**config.mk**
```make
export PLATFORM = sky130hd
export DESIGN_NAME = edge_capture_timer
export DESIGN_NICKNAME = d
export VERILOG_FILES = /design/src/rtl/ect_pkg.sv /design/src/rtl/ect_sync.sv /design/src/rtl/ect_counter.sv /design/src/rtl/ect_capture.sv /design/src/rtl/edge_capture_timer.sv
export SDC_FILE = /design/constraint.sdc
export NUM_CORES = 1
export LEC_CHECK = 0
export CORE_MARGIN = 5
export CORE_UTILIZATION = 55
export DETAILED_ROUTE_END_ITERATION = 16
export GPL_TIMING_DRIVEN = 0
export MAX_ROUTING_LAYER = met4
export PLACE_DENSITY = 0.77
export SLEW_MARGIN = 20
export SYNTH_ARGS = -nofsm -noshare
export SYNTH_HDL_FRONTEND = slang
export SYNTH_SLANG_ARGS = --single-unit
```
**constraint.sdc**
```tcl
create_clock -name clk -period 3.1 [get_ports clk]
set_clock_uncertainty 0.15 [all_clocks]
set_input_delay 0.62 -clock clk [delete_from_list [all_inputs] [get_ports clk]]
set_output_delay 0.62 -clock clk [all_outputs]
set_load 0.01 [all_outputs]
```
**src/rtl/ect_pkg.sv**
```systemverilog
package ect_pkg;

   typedef enum logic [1:0] {
      EDGE_RISE  = 2'b00,
      EDGE_FALL  = 2'b01,
      EDGE_BOTH  = 2'b10,
      EDGE_BOTH2 = 2'b11
   } edge_sel_e;

   function automatic logic edge_hit(edge_sel_e sel, logic rise, logic fall);
      case (sel)
         EDGE_RISE: return rise;
         EDGE_FALL: return fall;
         default:   return rise | fall;
      endcase
   endfunction

endpackage

```
**src/rtl/ect_sync.sv**
```systemverilog
module ect_sync #(
   parameter int STAGES = 2
) (
   input  logic clk,
   input  logic rst_n,
   input  logic pin_in,
   output logic rise_o,
   output logic fall_o
);
   localparam int LAST = STAGES - 1;

   logic [STAGES-1:0] sh_q;
   logic              prev_q;

   initial begin
      if (STAGES < 2) $fatal(1, "ect_sync: STAGES must be at least 2");
   end

   always_ff @(posedge clk or negedge rst_n) begin
      if (!rst_n) begin
         sh_q   <= '0;
         prev_q <= 1'b0;
      end else begin
         sh_q   <= {sh_q[STAGES-2:0], pin_in};
         prev_q <= sh_q[LAST];
      end
   end

   assign rise_o = sh_q[LAST] & ~prev_q;
   assign fall_o = ~sh_q[LAST] & prev_q;

   p_edge_from_history_r9: assert property (@(posedge clk) disable iff (!rst_n)
      rise_o |=> !rise_o);
endmodule

```
**src/rtl/ect_counter.sv**
```systemverilog
module ect_counter #(
   parameter int MAIN_W = 16,
   parameter int PRE_W  = 8,
   localparam int CNT_W = MAIN_W + PRE_W
) (
   input  logic             clk,
   input  logic             rst_n,
   input  logic             en,
   input  logic             up,
   input  logic [CNT_W-1:0] interval,
   output logic [CNT_W-1:0] cnt_o
);
   localparam logic [CNT_W-1:0] ONE = CNT_W'(1);

   logic [CNT_W-1:0] cnt_q;

   initial begin
      if (MAIN_W < 1 || PRE_W < 0) $fatal(1, "ect_counter: bad width");
   end

   always_ff @(posedge clk or negedge rst_n) begin
      if (!rst_n) begin
         cnt_q <= '0;
      end else if (en) begin
         if (up) cnt_q <= (cnt_q >= interval) ? '0 : cnt_q + ONE;
         else    cnt_q <= (cnt_q == '0) ? interval : cnt_q - ONE;
      end
   end

   assign cnt_o = cnt_q;

   p_up_step_r2: assert property (@(posedge clk) disable iff (!rst_n)
      en && up && (cnt_q < interval) |=> cnt_q == $past(cnt_q) + ONE);
   p_up_wrap_r2: assert property (@(posedge clk) disable iff (!rst_n)
      en && up && (cnt_q >= interval) |=> cnt_q == '0);
   p_down_step_r3: assert property (@(posedge clk) disable iff (!rst_n)
      en && !up && (cnt_q != '0) |=> cnt_q == $past(cnt_q) - ONE);
   p_down_reload_r8: assert property (@(posedge clk) disable iff (!rst_n)
      en && !up && (cnt_q == '0) |=> cnt_q == $past(interval));
   p_hold_r10: assert property (@(posedge clk) disable iff (!rst_n)
      !en |=> $stable(cnt_q));
endmodule

```
**src/rtl/ect_capture.sv**
```systemverilog
module ect_capture #(
   parameter int CNT_W = 24
) (
   input  logic             clk,
   input  logic             rst_n,
   input  logic             hit,
   input  logic [CNT_W-1:0] cnt,
   input  logic             clr,
   input  logic             mask,
   output logic [CNT_W-1:0] cap_o,
   output logic             raw_o,
   output logic             irq_o
);
   logic [CNT_W-1:0] cap_q;
   logic             raw_q;

   always_ff @(posedge clk or negedge rst_n) begin
      if (!rst_n) begin
         cap_q <= '0;
         raw_q <= 1'b0;
      end else begin
         if (hit) cap_q <= cnt;
         if (hit)      raw_q <= 1'b1;
         else if (clr) raw_q <= 1'b0;
      end
   end

   assign cap_o = cap_q;
   assign raw_o = raw_q;
   assign irq_o = raw_q & mask;

   p_take_r5: assert property (@(posedge clk) disable iff (!rst_n)
      hit |=> (cap_q == $past(cnt)) && raw_q);
   p_keep_r5: assert property (@(posedge clk) disable iff (!rst_n)
      !hit |=> $stable(cap_q));
   p_clear_r6: assert property (@(posedge clk) disable iff (!rst_n)
      clr && !hit |=> !raw_q);
   p_sticky_r6: assert property (@(posedge clk) disable iff (!rst_n)
      raw_q && !clr |=> raw_q);
endmodule

```
**src/rtl/edge_capture_timer.sv**
```systemverilog
module edge_capture_timer #(
   parameter int MAIN_W      = 16,
   parameter int PRE_W       = 8,
   parameter int SYNC_STAGES = 2,
   localparam int CNT_W      = MAIN_W + PRE_W
) (
   input  logic             clk,
   input  logic             rst_n,
   input  logic             cfg_en,
   input  logic             cfg_count_up,
   input  logic [1:0]       cfg_edge_sel,
   input  logic [CNT_W-1:0] cfg_interval,
   input  logic             cfg_irq_mask,
   input  logic             pin_in,
   input  logic             evt_clear,
   output logic [CNT_W-1:0] cap_value,
   output logic             evt_flag,
   output logic             irq
);
   import ect_pkg::*;

   logic             rise, fall, hit;
   logic [CNT_W-1:0] cnt;

   ect_sync #(.STAGES(SYNC_STAGES)) u_sync (
      .clk(clk), .rst_n(rst_n), .pin_in(pin_in), .rise_o(rise), .fall_o(fall));

   ect_counter #(.MAIN_W(MAIN_W), .PRE_W(PRE_W)) u_cnt (
      .clk(clk), .rst_n(rst_n), .en(cfg_en), .up(cfg_count_up),
      .interval(cfg_interval), .cnt_o(cnt));

   assign hit = cfg_en & edge_hit(edge_sel_e'(cfg_edge_sel), rise, fall);

   ect_capture #(.CNT_W(CNT_W)) u_cap (
      .clk(clk), .rst_n(rst_n), .hit(hit), .cnt(cnt), .clr(evt_clear),
      .mask(cfg_irq_mask), .cap_o(cap_value), .raw_o(evt_flag), .irq_o(irq));

   p_idle_quiet_r10: assert property (@(posedge clk) disable iff (!rst_n)
      !cfg_en |=> $stable(cap_value) && !(evt_flag && !$past(evt_flag)));
   p_reject_r4: assert property (@(posedge clk) disable iff (!rst_n)
      (cfg_edge_sel == 2'b00) && fall |=> $stable(cap_value));
endmodule

```
==> impl_metrics.py, run 1 <==
metrics = {
    "synth": {
        "synth_edf_count": 0,
        "synth_nets": 539,
        "synth_cells": 477,
        "avgSynthCellArea_sq_um": 8.46,
        "ys_seq_area_frac": 0.322,
        "ys_types": 59,
        "async_flop_share": 1.00,
        "synthFlopType": "dfrtp_1",
        "ys_ff_latch": 52,
        "yosys_warnings": 0,
        "synth_area_sq_mm": 0.00404,
    },
    "setup_path": {
        "worstPathMaxFanout": 6,
        "r2r_cells": 7,
        "regToRegStartpoint": "u_cnt.cnt_o[5]",
        "crit_arrival_ps": 3100,
        "r2r_end": "u_cnt.cnt_o[13]",
        "rrSetupSlack_ps": 250,
        "startpoint_type": "input port",
        "critPathKind": "in -> reg",
        "worstSetupEndpointType": "flip-flop",
        "critPathRequiredTime_ps": 3150,
    },
    "floorplanning": {
        "rows": 31,
        "initial_core_util": 0.560,
        "die_h_um": 95.7,
        "pin_count": 59,
        "dieArea_sq_mm": 0.00915,
        "core_region_area_sq_mm": 0.00721,
        "die_w_um": 95.7,
    },
    "placed_design": {
        "hpwlAfterDp_mm": 8.74,
        "io_buffers": 57,
        "place_area_sq_mm": 0.00473,
        "place_congestion": 0.972,
    },
    "power": {
        "p_per_area_mw_per_mm2": 784,
        "design_power_total_mw": 3.87,
        "vdd_ir_drop_max_v": 0.000370,
        "p_leak_nw": 2.12,
    },
    "timing": {
        "slew_headroom": 0.345,
        "tns_ps": 0,
        "max_clock_freq_ghz": 0.328,
        "hold_violations": 0,
        "finalCritPeriodShare": 0.984,
        "slew_viol_final": 0,
        "worst_pin_slew_ps": 981,
        "setup_viol": 0,
        "rsz0062_at_grt": "false",
        "layout_min_cycle_time_ps": 3050,
    },
    "global_route": {
        "met3_usage": 0.0387,
        "grt_usage": 0.288,
        "overflow": 0,
        "grt_use_met2": 0.466,
        "grt_max_degree": 53,
        "grt_pass1_wl_mm": 19.8,
        "busiest_layer": "met2",
        "grt_util_met1": 0.371,
        "antenna_found_initial": 0,
        "grt_pass1_vias": 3914,
    },
    "detailed_routing": {
        "drt_iter0_drc": 416,
        "wl_per_cell_um": 19.0,
        "drc": 0,
        "vias": 4074,
        "routed_wl_mm": 12.2,
        "ant_nets": 0,
        "drtPass1Iterations": 5,
        "viasPerCell": 6.36,
    },
    "clock_network": {
        "cts_root_buf": "clkbuf_8",
        "postCtsHoldBufs": 0,
        "insertion_delay_ps": 320,
        "clock-sinks": 52,
        "cts_max_level": 2,
        "cts_tree": "yes",
        "cts.reportedPaths.clkPinSlew_ps": 110,
        "cts_buffers": 5,
        "cts_buffer_depth": 2,
    },
    "final_layout": {
        "drive_gt1_frac": 0.114,
        "antennaDiodeCount": 0,
        "design_area_sq_mm": 0.00493,
        "nNetsFinal": 603,
        "synthToLayoutAreaGrowth_pct": 22.1,
    },
    "min_path": {
        "hold_class": "in -> async",
    },
    "job": {
        "maxCapViolations": 0,
    },
    "outcome": {
        "status": "finished clean",
    },
}
## through the flow
step,setup WS [ps],util,hold slack [ps],instances
finish,49.0,0.683,181,641
floorplan,458,-,174,477
global route,2.98,0.683,235,641
global placement,-812,0.656,182,633
detailed placement,-839,0.656,195,633
CTS,2.43,0.679,217,641
## state kept, by name, indices dropped and copies added (netlist names)
| register | cells |
|---|---|
| u_cap.cap_o | 24 |
| u_cap.raw_o | 1 |
| u_cnt.cnt_o | 24 |
| u_sync.prev_q | 1 |
| u_sync.sh_q | 2 |
## where the power goes
| group | switching [mW] | leakage, nW | internal (mW) |
|---|---|---|---|
| Clock | 0.241 | 0.0552 | 0.240 |
| Combinational | 1.18 | 1.42 | 0.992 |
| Sequential | 0.248 | 0.645 | 0.963 |
| Total | 1.67 | 2.12 | 2.20 |
## cell usage after synthesis (2+ instances only)
library cell	instances	area (sq um)
a31oi_1	5	31.3
buf_6	2	22.5
a21oi_1	14	70.1
or4_1	3	22.5
dfrtp_1	52	1300
a21o_1	4	30.0
clkbuf_1	30	113
nand3_1	32	160
o211ai_1	24	180
nor4_4	2	42.5
and2_1	2	12.5
o21a_1	4	30.0
and2_0	2	12.5
mux2_2	19	214
buf_4	3	22.5
nand2_1	45	169
inv_1	36	135
a32oi_1	8	70.1
nor4_1	8	50.1
mux2i_1	3	30.0
xnor2_1	6	52.6
or3_1	3	18.8
o31ai_1	6	45.0
a211oi_1	3	22.5
nor3_1	22	110
o31a_1	2	17.5
ha_1	29	363
o41ai_1	2	17.5
nand4_1	16	100
a221o_1	2	20.0
and3_1	4	25.0
a211o_1	3	26.3
o221ai_1	6	52.6
xor2_1	4	35.0
or2_1	2	12.5
nor2_1	23	86.3
buf_2	6	30.0
o21ai_0	19	95.1
## final cells by class
| cell class | instances | area (sq um) |
|---|---|---|
| Buffer | 39 | 205 |
| Clock buffer | 6 | 72.6 |
| Clock inverter | 2 | 35.0 |
| Fill cell | 612 | 2280 |
| Inverter | 36 | 135 |
| Multi-Input combinational cell | 348 | 2460 |
| Sequential cell | 52 | 1300 |
| Tap cell | 99 | 124 |
| Timing Repair Buffer | 59 | 599 |
## worst max-delay path by stage
stage                                start               to  slack [ps]  cells past startpoint
final                     cfg_interval[22]  u_cnt.cnt_o[13]          50                     10
after floorplan           cfg_interval[13]   u_cnt.cnt_o[1]         460                     10
after global routing      cfg_interval[22]  u_cnt.cnt_o[13]           3                     10
after CTS                 cfg_interval[21]  u_cnt.cnt_o[13]           2                     10
after global placement    cfg_interval[23]  u_cnt.cnt_o[18]        -810                     11
after detailed placement  cfg_interval[23]  u_cnt.cnt_o[18]        -840                     11
## critical path: stages
cell             delay (ps)
clkdlybuf4s50_1         470
inv_2                    50
ha_4                    260
nand4_1                 170
nor3_2                  270
nand4_1                 230
a311o_2                 480
buf_12                  170
o211a_1                 110
a211o_1                 260
## cell usage in the layout (no fill, tap or decap), types with 4 or more instances in the layout
| cell type | Yosys | routed |
|---|---|---|
| a21o_1 | 4 | 4 |
| a21oi_1 | 14 | 14 |
| a31oi_1 | 5 | 5 |
| a32oi_1 | 8 | 8 |
| and3_1 | 4 | 4 |
| buf_2 | 6 | 6 |
| buf_4 | 3 | 5 |
| clkbuf_1 | 30 | 25 |
| clkbuf_8 | 0 | 7 |
| clkdlybuf4s50_1 | 0 | 53 |
| dfrtp_1 | 52 | 52 |
| ha_1 | 29 | 27 |
| inv_1 | 36 | 34 |
| mux2_2 | 19 | 19 |
| nand2_1 | 45 | 45 |
| nand3_1 | 32 | 32 |
| nand4_1 | 16 | 16 |
| nor2_1 | 23 | 23 |
| nor3_1 | 22 | 21 |
| nor4_1 | 8 | 7 |
| o211ai_1 | 24 | 24 |
| o21a_1 | 4 | 4 |
| o21ai_0 | 19 | 19 |
| o221ai_1 | 6 | 6 |
| o31ai_1 | 6 | 6 |
| xnor2_1 | 6 | 6 |
| xor2_1 | 4 | 4 |
## per-layer routing
metal / share of wire / wire length (um) / vias up
li1: - / - / 1884
met3: 0.073 / 895 / 31
met1: 0.42 / 5100 / 1960
met2: 0.49 / 5920 / 199
met4: 0.022 / 271 / 0
met5: 0 / 0 / -
## logic make-up (layout without fill, tap and decap cells)
kind of cell	after synthesis	count (layout)	synth area share
multiplexers	22	22	0.0604
buffers and inverters	77	142	0.0800
AO/OA/AOI/OAI	111	111	0.196
flip-flops	52	52	0.322
AND/OR/NAND/NOR	176	176	0.230
adder cells (fa/ha/maj)	29	29	0.0899
XOR/XNOR	10	10	0.0217
## timing repair
action                     4_1_cts  5_1_grt
pin swaps                        5        1
buffers inserted                 2        0
cloned                           0        0
setup endpoints to repair       24       15
resized for setup               14        7
Power figures use the tool's default switching activity.
==> inputs of run 2 (changes only) <==
Settings changed: CTS_CLUSTER_SIZE set to 28, SKIP_CTS_REPAIR_TIMING set to 1.
==> impl_metrics.py, run 2 (same netlist as run 1, synthesis figures left out) <==
metrics = {
    "detailed_routing": {
        "vias": 4097,
        "drc": 0,
        "wl_per_cell_um": 19.1,
        "ant_nets": 0,
        "drtPass1Iterations": 5,
        "viasPerCell": 6.36,
        "routed_wl_mm": 12.3,
        "drt_iter0_drc": 371,
    },
    "power": {
        "p_per_area_mw_per_mm2": 788,
        "power_frac_comb": 0.565,
        "clkPwrFrac": 0.124,
        "design_power_total_mw": 3.90,
        "internal_power_mw": 2.21,
        "p_leak_nw": 2.13,
        "p_sw_frac": 0.433,
        "vdd_ir_drop_max_v": 0.000377,
        "power_frac_seq": 0.312,
        "p_switching_mw": 1.69,
    },
    "final_layout": {
        "antennaDiodeCount": 0,
        "fillers": 609,
        "multi_input_area_sq_mm": 0.00247,
        "drive_gt1_frac": 0.121,
        "nNetsFinal": 606,
        "final_cell_mix": "clkdlybuf4s50_1 (52), dfrtp_1 (52), nand2_1 (45)",
        "seqCellArea_sq_mm": 0.00130,
        "utilization": 0.686,
        "synthToLayoutAreaGrowth_pct": 22.5,
    },
    "setup_path": {
        "worstSetupEndpointType": "flip-flop",
        "startpoint_type": "input port",
        "critPathKind": "in -> reg",
        "crit_arrival_ps": 3050,
        "critPathRequiredTime_ps": 3150,
        "r2r_cells": 8,
        "worstPathMaxFanout": 6,
    },
    "clock_network": {
        "clock-sinks": 52,
        "insertion_delay_ps": 320,
        "cts_tree": "yes",
        "cts_buffer_depth": 2,
        "cts_buffers": 5,
        "cts.reportedPaths.clkPinSlew_ps": 110,
        "cts_max_level": 2,
        "cts_root_buf": "clkbuf_8",
    },
    "global_route": {
        "busiest_layer": "met2",
        "grt_util_met1": 0.368,
        "grt_usage": 0.289,
        "overflow": 0,
        "grt_max_degree": 53,
        "met3_usage": 0.0418,
        "antenna_found_initial": 0,
        "grt_use_met2": 0.467,
        "grt_pass1_vias": 3930,
        "grt_pass1_wl_mm": 19.8,
    },
    "timing": {
        "finalCritPeriodShare": 0.967,
        "hold_violations": 0,
        "setup_slack_ps": 102,
        "layout_min_cycle_time_ps": 3000,
        "slew_viol_final": 0,
        "worst_pin_slew_ps": 944,
        "max_clock_freq_ghz": 0.334,
        "rsz0062_at_grt": "false",
        "setup_viol": 0,
        "slew_headroom": 0.369,
    },
    "floorplanning": {
        "dieArea_sq_mm": 0.00915,
        "core_region_area_sq_mm": 0.00721,
        "pin_count": 59,
        "initial_core_util": 0.560,
        "die_w_um": 95.7,
        "rows": 31,
        "die_h_um": 95.7,
    },
    "placed_design": {
        "io_buffers": 57,
        "hpwlAfterDp_mm": 8.74,
        "place_congestion": 0.972,
        "dp_slack_ps": -839,
    },
    "outcome": {
        "status": "finished clean",
    },
    "min_path": {
        "hold_class": "in -> async",
    },
    "job": {
        "maxCapViolations": 0,
    },
}
## run 2: cell count changes in the layout (fill, tap and decap cells not counted), sizes merged
cell | previous run | this run
buf | 14 | 20
dlygate4sd2 | 1 | 0
clkbuf | 34 | 31
dlymetal6s2s | 2 | 4
clkdlybuf4s50 | 53 | 52
## run 2: worst max-delay path, cell delays in order
cell and delay, ps:
clkdlybuf4s50_1 460, inv_1 60, ha_1 300, nand2_1 70, nor3_2 240, nand4_1 240, a311o_2 510, buf_6 160
o211a_1 110, a211o_1 260
## run 2: final timing paths
kind / start / to / slack (ps)
worst min register to register: u_sync.sh_q[0] / u_sync.sh_q[1] / 220
min in group clk: u_sync.sh_q[0] / u_sync.sh_q[1] / 220
worst max-delay path: cfg_interval[17] / u_cnt.cnt_o[13] / 100
max in group asynchronous: rst_n / u_cap.cap_o[15] / 2150
worst min-delay path: rst_n / u_cap.raw_o / 180
worst max register to register: u_cnt.cnt_o[23] / u_cnt.cnt_o[13] / 270
## run 2: per-stage QoR
stage | std cells | hold WS [ps] | TNS (ps) | cell area (sq um)
floorplan | 477 | 174 | 0 | 4040
global placement | 633 | 182 | -36350 | 4730
detailed placement | 633 | 195 | -17010 | 4730
CTS | 641 | 217 | -8690 | 4840
global route | 644 | 235 | 0 | 4950
finish | 644 | 178 | 0 | 4950
## run 2: area by class of cell
type / count / share of cell area
clock buffer: 6 / 0.0147
buffer: 39 / 0.0379
timing repair buffer: 62 / 0.125
sequential: 52 / 0.263
tap: 99 / 0.0250
clock inverter: 2 / 0.00708
multi-input combinational: 348 / 0.500
inverter: 36 / 0.0273
## run 2: power by group through the flow
stage	logic, mW	clock network (mW)	registers, mW
floorplan	1.36	0	1.23
global placement	2.06	0	1.20
detailed placement	2.11	0	1.22
CTS	2.13	0.486	1.20
global route	2.42	0.517	1.26
finish	2.20	0.481	1.22
## run 2: routing by layer
layer  part of all wire  wire length [um]  vias to the layer above
met2               0.48              5970                      196
met1               0.42              5130                     1971
met5                  0                 0                        -
met3              0.075               924                       34
met4              0.023               286                        0
li1                   -                 -                     1896
